===== src/rtl/sdr_colseq_pkg.sv =====
package sdr_colseq_pkg;

    typedef enum logic [2:0] {
        BL_ONE   = 3'b000,
        BL_TWO   = 3'b001,
        BL_FOUR  = 3'b010,
        BL_EIGHT = 3'b011,
        BL_PAGE  = 3'b111
    } blen_e;

    typedef enum logic {
        ORD_LINEAR = 1'b0,
        ORD_XOR    = 1'b1
    } border_e;

    typedef struct packed {
        blen_e   len;
        border_e order;
    } mode_t;

    localparam mode_t MODE_RESET    = '{len: BL_ONE, order: ORD_LINEAR};
    localparam int    SETTLE_CYCLES = 2;
    localparam int    WRAP_BITS     = 3;   // widest fixed burst is 8 beats

    // True when a length code names a supported burst length
    function automatic logic len_code_ok(input logic [2:0] code);
        case (code)
            3'b000, 3'b001, 3'b010, 3'b011, 3'b111: len_code_ok = 1'b1;
            default:                                len_code_ok = 1'b0;
        endcase
    endfunction

    // Mask of the low column bits that wrap inside a fixed burst
    function automatic logic [WRAP_BITS-1:0] wrap_mask(input blen_e len);
        case (len)
            BL_TWO:   wrap_mask = 3'b001;
            BL_FOUR:  wrap_mask = 3'b011;
            BL_EIGHT: wrap_mask = 3'b111;
            default:  wrap_mask = 3'b000;
        endcase
    endfunction

endpackage


===== src/rtl/sdr_mode_reg.sv =====
module sdr_mode_reg
    import sdr_colseq_pkg::*;
#(
    parameter int SETTLE = SETTLE_CYCLES
) (
    input  logic       clk,
    input  logic       rst,
    input  logic       load_req,
    input  logic [2:0] len_code,
    input  logic       order_bit,
    input  logic       burst_active,
    output mode_t      mode_q,
    output logic       cmd_allow
);
    localparam int CNT_W = $clog2(SETTLE + 1);

    logic [CNT_W-1:0] settle_cnt;
    logic             load_ok;

    // Load only while idle, and only with a legal length code
    assign load_ok   = load_req && !burst_active && len_code_ok(len_code);
    assign cmd_allow = (settle_cnt == '0) && !load_ok;

    always_ff @(posedge clk) begin
        if (rst) begin
            mode_q     <= MODE_RESET;
            settle_cnt <= '0;
        end else if (load_ok) begin
            mode_q.len   <= blen_e'(len_code);
            mode_q.order <= border_e'(order_bit);
            settle_cnt   <= CNT_W'(SETTLE);
        end else if (settle_cnt != '0) begin
            settle_cnt <= settle_cnt - 1'b1;
        end
    end

endmodule


===== src/rtl/sdr_beat_ctrl.sv =====
module sdr_beat_ctrl
    import sdr_colseq_pkg::*;
#(
    parameter int COL_W = 10
) (
    input  logic             clk,
    input  logic             rst,
    input  logic             start,
    input  logic [COL_W-1:0] start_col,
    input  logic             stop,
    input  mode_t            mode,
    output logic             valid_q,
    output logic [COL_W-1:0] start_q,
    output logic [COL_W-1:0] beat_idx,
    output logic             last
);
    localparam int PAD_W = COL_W - WRAP_BITS;

    logic [COL_W-1:0] final_idx;

    assign final_idx = {{PAD_W{1'b0}}, wrap_mask(mode.len)};
    assign last      = valid_q && (mode.len != BL_PAGE) && (beat_idx == final_idx);

    always_ff @(posedge clk) begin
        if (rst) begin
            valid_q  <= 1'b0;
            start_q  <= '0;
            beat_idx <= '0;
        end else if (start) begin
            valid_q  <= 1'b1;
            start_q  <= start_col;
            beat_idx <= '0;
        end else if (stop) begin
            valid_q  <= 1'b0;
        end else if (valid_q) begin
            if (last) valid_q  <= 1'b0;
            else      beat_idx <= beat_idx + 1'b1;
        end
    end

endmodule


===== src/rtl/sdr_col_gen.sv =====
module sdr_col_gen
    import sdr_colseq_pkg::*;
#(
    parameter int COL_W = 10
) (
    input  logic [COL_W-1:0] start_col,
    input  logic [COL_W-1:0] beat_idx,
    input  mode_t            mode,
    output logic [COL_W-1:0] col
);
    localparam int PAD_W = COL_W - WRAP_BITS;

    logic [COL_W-1:0] mask;
    logic [COL_W-1:0] summed;
    logic [COL_W-1:0] toggled;

    assign mask    = {{PAD_W{1'b0}}, wrap_mask(mode.len)};
    assign summed  = start_col + beat_idx;
    assign toggled = start_col ^ beat_idx;

    always_comb begin
        if (mode.len == BL_PAGE)
            col = summed;
        else if (mode.order == ORD_XOR)
            col = (start_col & ~mask) | (toggled & mask);
        else
            col = (start_col & ~mask) | (summed & mask);
    end

endmodule


===== src/rtl/sdr_col_sequencer.sv =====
module sdr_col_sequencer
    import sdr_colseq_pkg::*;
#(
    parameter int COL_W = 10
) (
    input  logic             clk,
    input  logic             rst,
    input  logic             mode_load,
    input  logic [2:0]       mode_len,
    input  logic             mode_interleave,
    input  logic             cmd_start,
    input  logic [COL_W-1:0] cmd_col,
    input  logic             stop_req,
    output logic             beat_valid,
    output logic [COL_W-1:0] col_out,
    output logic             last_beat
);
    mode_t            mode_q;
    logic             cmd_allow;
    logic             cmd_take;
    logic [COL_W-1:0] start_q;
    logic [COL_W-1:0] beat_idx;
    logic [COL_W-1:0] gen_col;

    sdr_mode_reg #(.SETTLE(SETTLE_CYCLES)) u_mode (
        .clk          (clk),
        .rst          (rst),
        .load_req     (mode_load),
        .len_code     (mode_len),
        .order_bit    (mode_interleave),
        .burst_active (beat_valid),
        .mode_q       (mode_q),
        .cmd_allow    (cmd_allow)
    );

    assign cmd_take = cmd_start && cmd_allow;

    sdr_beat_ctrl #(.COL_W(COL_W)) u_beat (
        .clk       (clk),
        .rst       (rst),
        .start     (cmd_take),
        .start_col (cmd_col),
        .stop      (stop_req),
        .mode      (mode_q),
        .valid_q   (beat_valid),
        .start_q   (start_q),
        .beat_idx  (beat_idx),
        .last      (last_beat)
    );

    sdr_col_gen #(.COL_W(COL_W)) u_gen (
        .start_col (start_q),
        .beat_idx  (beat_idx),
        .mode      (mode_q),
        .col       (gen_col)
    );

    assign col_out = beat_valid ? gen_col : '0;

endmodule


===== config.mk =====
export PLATFORM = sky130hd
export DESIGN_NAME = sdr_col_sequencer
export DESIGN_NICKNAME = d
export VERILOG_FILES = /design/src/rtl/sdr_colseq_pkg.sv /design/src/rtl/sdr_mode_reg.sv /design/src/rtl/sdr_beat_ctrl.sv /design/src/rtl/sdr_col_gen.sv /design/src/rtl/sdr_col_sequencer.sv
export SDC_FILE = /design/constraint.sdc
export NUM_CORES = 1
export LEC_CHECK = 0
export BUFFER_PORTS_ARGS = -buffer_cell sky130_fd_sc_hd__buf_2
export CAP_MARGIN = 25
export CORE_MARGIN = 2
export CORE_UTILIZATION = 56
export DETAILED_ROUTE_END_ITERATION = 7
export GPL_ROUTABILITY_DRIVEN = 0
export PLACE_DENSITY = 0.8
export SLEW_MARGIN = 20
export SYNTH_ARGS = -nofsm -noshare
export SYNTH_HDL_FRONTEND = slang
export SYNTH_SLANG_ARGS = --single-unit
export TNS_END_PERCENT = 1

===== constraint.sdc =====
create_clock -name clk -period 2.9 [get_ports clk]
set_input_delay 0.58 -clock clk [delete_from_list [all_inputs] [get_ports clk]]
set_output_delay 0.58 -clock clk [all_outputs]
set_load 0.01 [all_outputs]

==> results of run 1 <==
## report_power, final
part	leakage, nW	internal, mW	switching, mW	total, mW
clock	0.0139	0.0528	0.119	0.172
combinational	0.666	0.0622	0.0760	0.138
sequential	0.224	0.387	0.0186	0.406
total	0.904	0.502	0.213	0.715
## cells in the mapped netlist, types with 2 or more instances
| library cell | instances |
|---|---|
| mux2i_1 | 13 |
| a31oi_1 | 4 |
| buf_6 | 2 |
| xor2_1 | 7 |
| nand2_1 | 17 |
| nor3_1 | 4 |
| o21ai_0 | 7 |
| o21a_1 | 4 |
| xnor2_1 | 3 |
| ha_1 | 10 |
| nand3_1 | 10 |
| dfxtp_1 | 27 |
| o211ai_1 | 3 |
| nand4_1 | 5 |
| buf_2 | 2 |
| a21o_1 | 2 |
| nor2b_1 | 5 |
| a21oi_1 | 18 |
| or4_1 | 4 |
| nor2_1 | 27 |
| o31ai_1 | 2 |
| and3_1 | 5 |
| nand2b_1 | 3 |
| or3_1 | 2 |
| clkbuf_1 | 7 |
| inv_1 | 7 |
## worst max-delay path: cells and delay by family (launching register included)
family | cells | cell delay (ps)
compound gates | 3 | 430
flops | 1 | 380
buf+inv | 2 | 200
simple gates | 3 | 590
fa+ha+maj | 2 | 500
## per-layer routing
layer | wire (um) | vias up | GRT usage [%]
met4 | 38 | 0 | 6.21
met3 | 164 | 5 | 2.56
met5 | 0 | - | 0
li1 | - | 861 | -
met2 | 1960 | 39 | 43.5
met1 | 1870 | 784 | 28.3
## kinds of logic after synthesis
| group | count (synthesis) | synth area share (%) |
|---|---|---|
| buffers and inverters | 19 | 5.13 |
| AND/OR/NAND/NOR | 90 | 26.0 |
| XOR/XNOR | 10 | 4.85 |
| multiplexers | 13 | 7.21 |
| flip-flops | 27 | 29.9 |
| adder cells (fa/ha/maj) | 11 | 8.04 |
| AO/OA/AOI/OAI | 50 | 18.8 |
## registers in the layout (all words and copies together) (netlist names)
name	cells
u_mode.mode_q	4
u_beat.valid_q	1
u_mode.settle_cnt	2
u_beat.beat_idx	10
u_beat.start_q	10
## metrics by stage
step | TNS (ps) | cells
after global routing | -414 | 297
final | -105 | 297
after CTS | -149 | 296
after global placement | 0 | 288
after detailed placement | 0 | 288
after floorplan | 0 | 220
## how the worst max path moves through the flow
| stage | startpoint | end | slack [ps] | cells past startpoint |
|---|---|---|---|---|
| after global routing | u_beat.start_q[0] | col_out[8] | -220 | 10 |
| final | u_beat.start_q[0] | col_out[8] | -100 | 10 |
| after CTS | u_beat.start_q[0] | col_out[8] | -150 | 10 |
| after global placement | u_beat.start_q[0] | col_out[8] | 200 | 10 |
| after detailed placement | u_beat.start_q[0] | col_out[8] | 110 | 10 |
| after floorplan | u_beat.beat_idx[0] | col_out[8] | 300 | 9 |
## cells in the final DEF (no fill, tap or decap), types with 2 or more instances in the layout
master	instances
buf_2	30
nor2_1	27
dfxtp_1	19
nand2_1	17
a21oi_1	16
mux2i_1	13
buf_4	11
nand3_1	10
o21ai_0	7
xor2_1	7
dfxtp_2	7
inv_1	6
ha_1	6
and3_1	5
nand4_1	5
nor3_1	4
o21a_1	4
a31oi_1	4
or4_1	4
nor2b_1	4
o211ai_1	3
xnor2_1	3
nand2b_1	3
ha_4	3
clkbuf_4	3
a21o_1	2
a21oi_2	2
or3_1	2
o31ai_1	2
## area by class of cell
class | instances | area, um2 | area share [%]
clock buffers | 3 | 22.5 | 1.06
multi-input cells | 174 | 1240 | 57.9
well taps | 44 | 55.1 | 2.58
clock inverters | 1 | 7.51 | 0.352
repair buffers | 41 | 233 | 10.9
inverters | 7 | 26.3 | 1.23
flip-flops and latches | 27 | 553 | 25.9
## timing repair
item                                    4_1_cts  5_1_grt
endpoints found under the setup margin        2        4
pin swaps                                     4        7
buffers inserted                              4        1
gates resized for setup                      19        4
==> metrics.cfg, run 1 <==
[outcome]
status = finished with violations
violations = setup timing

[critical_path]
critPathArrivalTime_ps = 2420
cpPeakStageDelay_ps = 400
cp-end-kind = output port
path_max_fanout = 2
path_class = reg -> out
r2r_cells = 6
cp_cell_sequence = ha_4 -> inv_2 -> fa_2 -> nor2b_4 -> o211ai_1 -> a31oi_1 -> nor2_1 -> or4_1 -> o311ai_1 -> buf_2
r2r-start = u_beat.beat_idx[4]
startpoint_type = flop
reg2reg_slack_ps = 850
cpMaxStageDelayCell = or4_1
r2r_end = u_beat.beat_idx[3]
crit_required_ps = 2320

[die]
ioPinCount = 31
initial_utilization_pct = 59.1
dieArea_um2 = 3690
coreArea_um2 = 3050
die_y_um = 60.8
core.rowCount = 20
die_w_um = 60.8

[cells_and_area]
stdcell_area_um2 = 2130
drive_gt1_share_pct = 27.7
num-fill-cells = 257
postLayoutCoreUtil_pct = 69.9
diodes = 0
nNetsFinal = 284
synthToLayoutAreaGrowth_pct = 18.2

[synth]
synth_edf_count = 0
yosys_most_used_dff = dfxtp_1
yosys_register_bits = 27
ys_async_sr_fraction_pct = 0
syn_nets = 250
synth.distinct_cells = 46
syn_area_um2 = 1810
yosysSeqAreaShare_pct = 29.9
netlist.top_cell.by_area = dfxtp_1
ys_warn_count = 0
yosys-top-cells-area = dfxtp_1, mux2i_1, ha_1
synthCells = 220
synth_top_area_share_pct = 29.9
avgSynthCellArea_um2 = 8.21

[power]
power_density_nw_per_um2 = 335
power_uw = 715
leakage_nw = 0.904
peakVddDrop_v = 0.000259

[placed_design]
place_ws_ps = 112
place_area_um2 = 1990
portBuffers = 30
dp_hpwl_um = 2930

[worst_hold_path]
hold_class = in -> reg
hold_path_end = u_mode.mode_q[0]
whs_path_depth = 3
worstHoldStart = mode_interleave

[drt]
wirelength_um = 4030
antenna_left = 0
drt_iter0_drc = 54
route.detailed.drc = 0
viasPerCell = 5.69
routedWlPerCell_um = 13.6
vias = 1689
first_pass_iters = 4

[sta]
post-route-min-period_ps = 3000
hold_viol = 0
drv_slew = 0
whs_ps = 464
maxSlewHeadroom_pct = 70.2
worst_pin_slew_ps = 445
worst_slack_ps = -105
fin_skew_ps = 5.27
post-route-period-util_pct = 104
rsz0062_at_grt = yes
finalSetupViolations = 1
timing.fmax_mhz = 333

[clock_network]
cts_tree = yes
numCtsBuffers = 3
hold_buffers = 0
htree_levels = 1
clk_latency_ps = 330
clock_path_buffers = 2
cts.clk_slew.worst_paths_ps = 160
clock-sinks = 27
cts_root_buffer = clkbuf_4

[global_route]
grt_use_total_pct = 23.3
first_global_vias = 1483
grt_pass1_wl_um = 6530
grt.overflow.total = 0
antenna_found_initial = 0
grt_start_max_net_pins = 20

[job]
maxCapViolCount = 0

Power figures use the tool's default switching activity.
==> run 2: changes to the inputs <==
ABC_CLOCK_PERIOD_IN_PS = 2900   (was unset)
GPL_TIMING_DRIVEN = 0   (was unset)
==> run 2 against run 1 <==
Critical endpoint unchanged. Count of clock-buffer cells in the layout unchanged. Via count about the same. Sequential share of layout area up 0.11 points. Core utilization up 0.16 points. Final cell count up 1.3%. Register-to-register slack better by 20 ps. Hold slack worse by 8.3 ps. Fmax about the same. Non-clock buffer count up 4. Power up 0.22%. Clock power about the same. The flow still finishes with violations (setup timing). Cell area up 0.23%.
==> metrics.cfg, run 2 (synthesis gave the netlist of run 1 again) <==
[cells_and_area]
layout.cells.non_filler = 301
nNetsFinal = 288
layout_common_cells = buf_2, nor2_1, dfxtp_1
largestRegisters = u_beat.beat_idx (10), u_beat.start_q (10), u_mode.mode_q (4)
mostFrequentLayoutCell = buf_2
drive_gt1_share_pct = 25.3
postLayoutCoreUtil_pct = 70.0
diodes = 0
stdcell_area_um2 = 2140
synthToLayoutAreaGrowth_pct = 18.4

[clock_network]
clock_path_buffers = 2
cts_tree = yes
numCtsBuffers = 3
cts_root_buffer = clkbuf_4
hold_buffers = 0
clk_latency_ps = 340
cts.clk_slew.worst_paths_ps = 160
clock-sinks = 27
htree_levels = 1

[sta]
hold_viol = 0
post-route-min-period_ps = 3010
worst_slack_ps = -106
timing.fmax_mhz = 333
worst_pin_slew_ps = 507
fin_skew_ps = 13.3
setup-tns-final_ps = -119
drv_slew = 0
finalSetupViolations = 2
post-route-period-util_pct = 104
maxSlewHeadroom_pct = 66.2
rsz0062_at_grt = yes

[power]
leakage_nw = 0.901
power_density_nw_per_um2 = 335
peakVddDrop_v = 0.000279

[outcome]
status = finished with violations
violations = setup timing

[drt]
wirelength_um = 3990
first_pass_iters = 4
routedWlPerCell_um = 13.2
drt_iter0_drc = 72
antenna_left = 0
vias = 1690
viasPerCell = 5.61
route.detailed.drc = 0

[critical_path]
startpoint_type = flop
path_class = reg -> out
cpPeakStageDelay_ps = 390
crit_required_ps = 2320
path_max_fanout = 3
cpMaxStageDelayCell = or4_1
critPathArrivalTime_ps = 2430
cp_cell_sequence = ha_4 -> inv_2 -> fa_2 -> nor2b_2 -> o211ai_1 -> a31oi_1 -> nor2_1 -> or4_1 -> o311ai_1 -> buf_2
cp-end-kind = output port

[die]
ioPinCount = 31
die_y_um = 60.8
initial_utilization_pct = 59.1
die_w_um = 60.8
dieArea_um2 = 3690
core.rowCount = 20
coreArea_um2 = 3050

[global_route]
grt_start_max_net_pins = 17
use_met3_pct = 2.56
grt.overflow.total = 0
grt_use_met2_pct = 42.9
grt_use_met1_pct = 27.9
first_global_vias = 1497
grt_use_total_pct = 23.3
grt_pass1_wl_um = 6380
antenna_found_initial = 0
top_usage_layer = met2

[placed_design]
portBuffers = 29
dp_hpwl_um = 2980
dp.cells = 293
place_area_um2 = 2010
place_ws_ps = -43.1

[worst_hold_path]
hold_class = in -> reg

[job]
maxCapViolCount = 0

[run 2: changes by cell type in the layout (fill, tap and decap cells not counted)]
cell and change:
buf_6 +2, ha_2 -1, buf_4 -6, dfxtp_2 -3
nor2b_4 -1, dfxtp_1 +1, ha_1 +1, nor2b_2 +1
buf_2 +1, clkbuf_1 +7, dfxtp_4 +2
[run 2: worst max-delay path, delay by kind of cell (launching register included)]
kind                     cells  cell delay (ps)
flip-flops                   1              380
buffers and inverters        2              210
AND/OR/NAND/NOR              3              580
adder cells (fa/ha/maj)      2              500
AO/OA/AOI/OAI                3              420
[run 2: area by class of cell]
type                    count  area [um2]
repair buffers             33         175
plain buffers              12        66.3
well taps                  44        55.1
multi-input cells         174        1230
flip-flops and latches     27         557
inverters                   7        26.3
clock inverters             1        7.51
clock buffers               3        22.5
fillers                   269         915
[run 2: through the flow]
step	power (mW)	hold WS (ps)
global route	0.756	450
finish	0.717	456
floorplan	0.507	419
CTS	0.721	459
detailed placement	0.549	444
global placement	0.545	438
[run 2: what timing repair did]
action	4_1_cts	5_1_grt
pin swaps	4	5
setup buffers	4	0
gates resized for setup	19	3
setup endpoints to repair	5	4
[run 2: final timing paths]
| path | startpoint | to | slack (ps) | depth (start not counted) |
|---|---|---|---|---|
| setup / recovery | u_beat.start_q[0] | col_out[8] | -110 | 10 |
| hold / removal | cmd_col[5] | u_beat.start_q[5] | 460 | 3 |
| setup reg to reg | u_beat.beat_idx[4] | u_beat.beat_idx[3] | 870 | 6 |
| hold reg to reg | u_mode.settle_cnt[0] | u_mode.settle_cnt[0] | 470 | 1 |
[run 2: power breakdown]
group          internal [mW]  switching, mW  total (mW)
clock network         0.0530          0.118       0.171
registers              0.385         0.0147       0.400
logic                 0.0661         0.0803       0.146
[run 2: per-layer routing]
metal	wire length (um)	share of wire (%)
met5	0	0
met2	1970	49
met4	72	1.8
met3	95	2.4
met1	1850	46
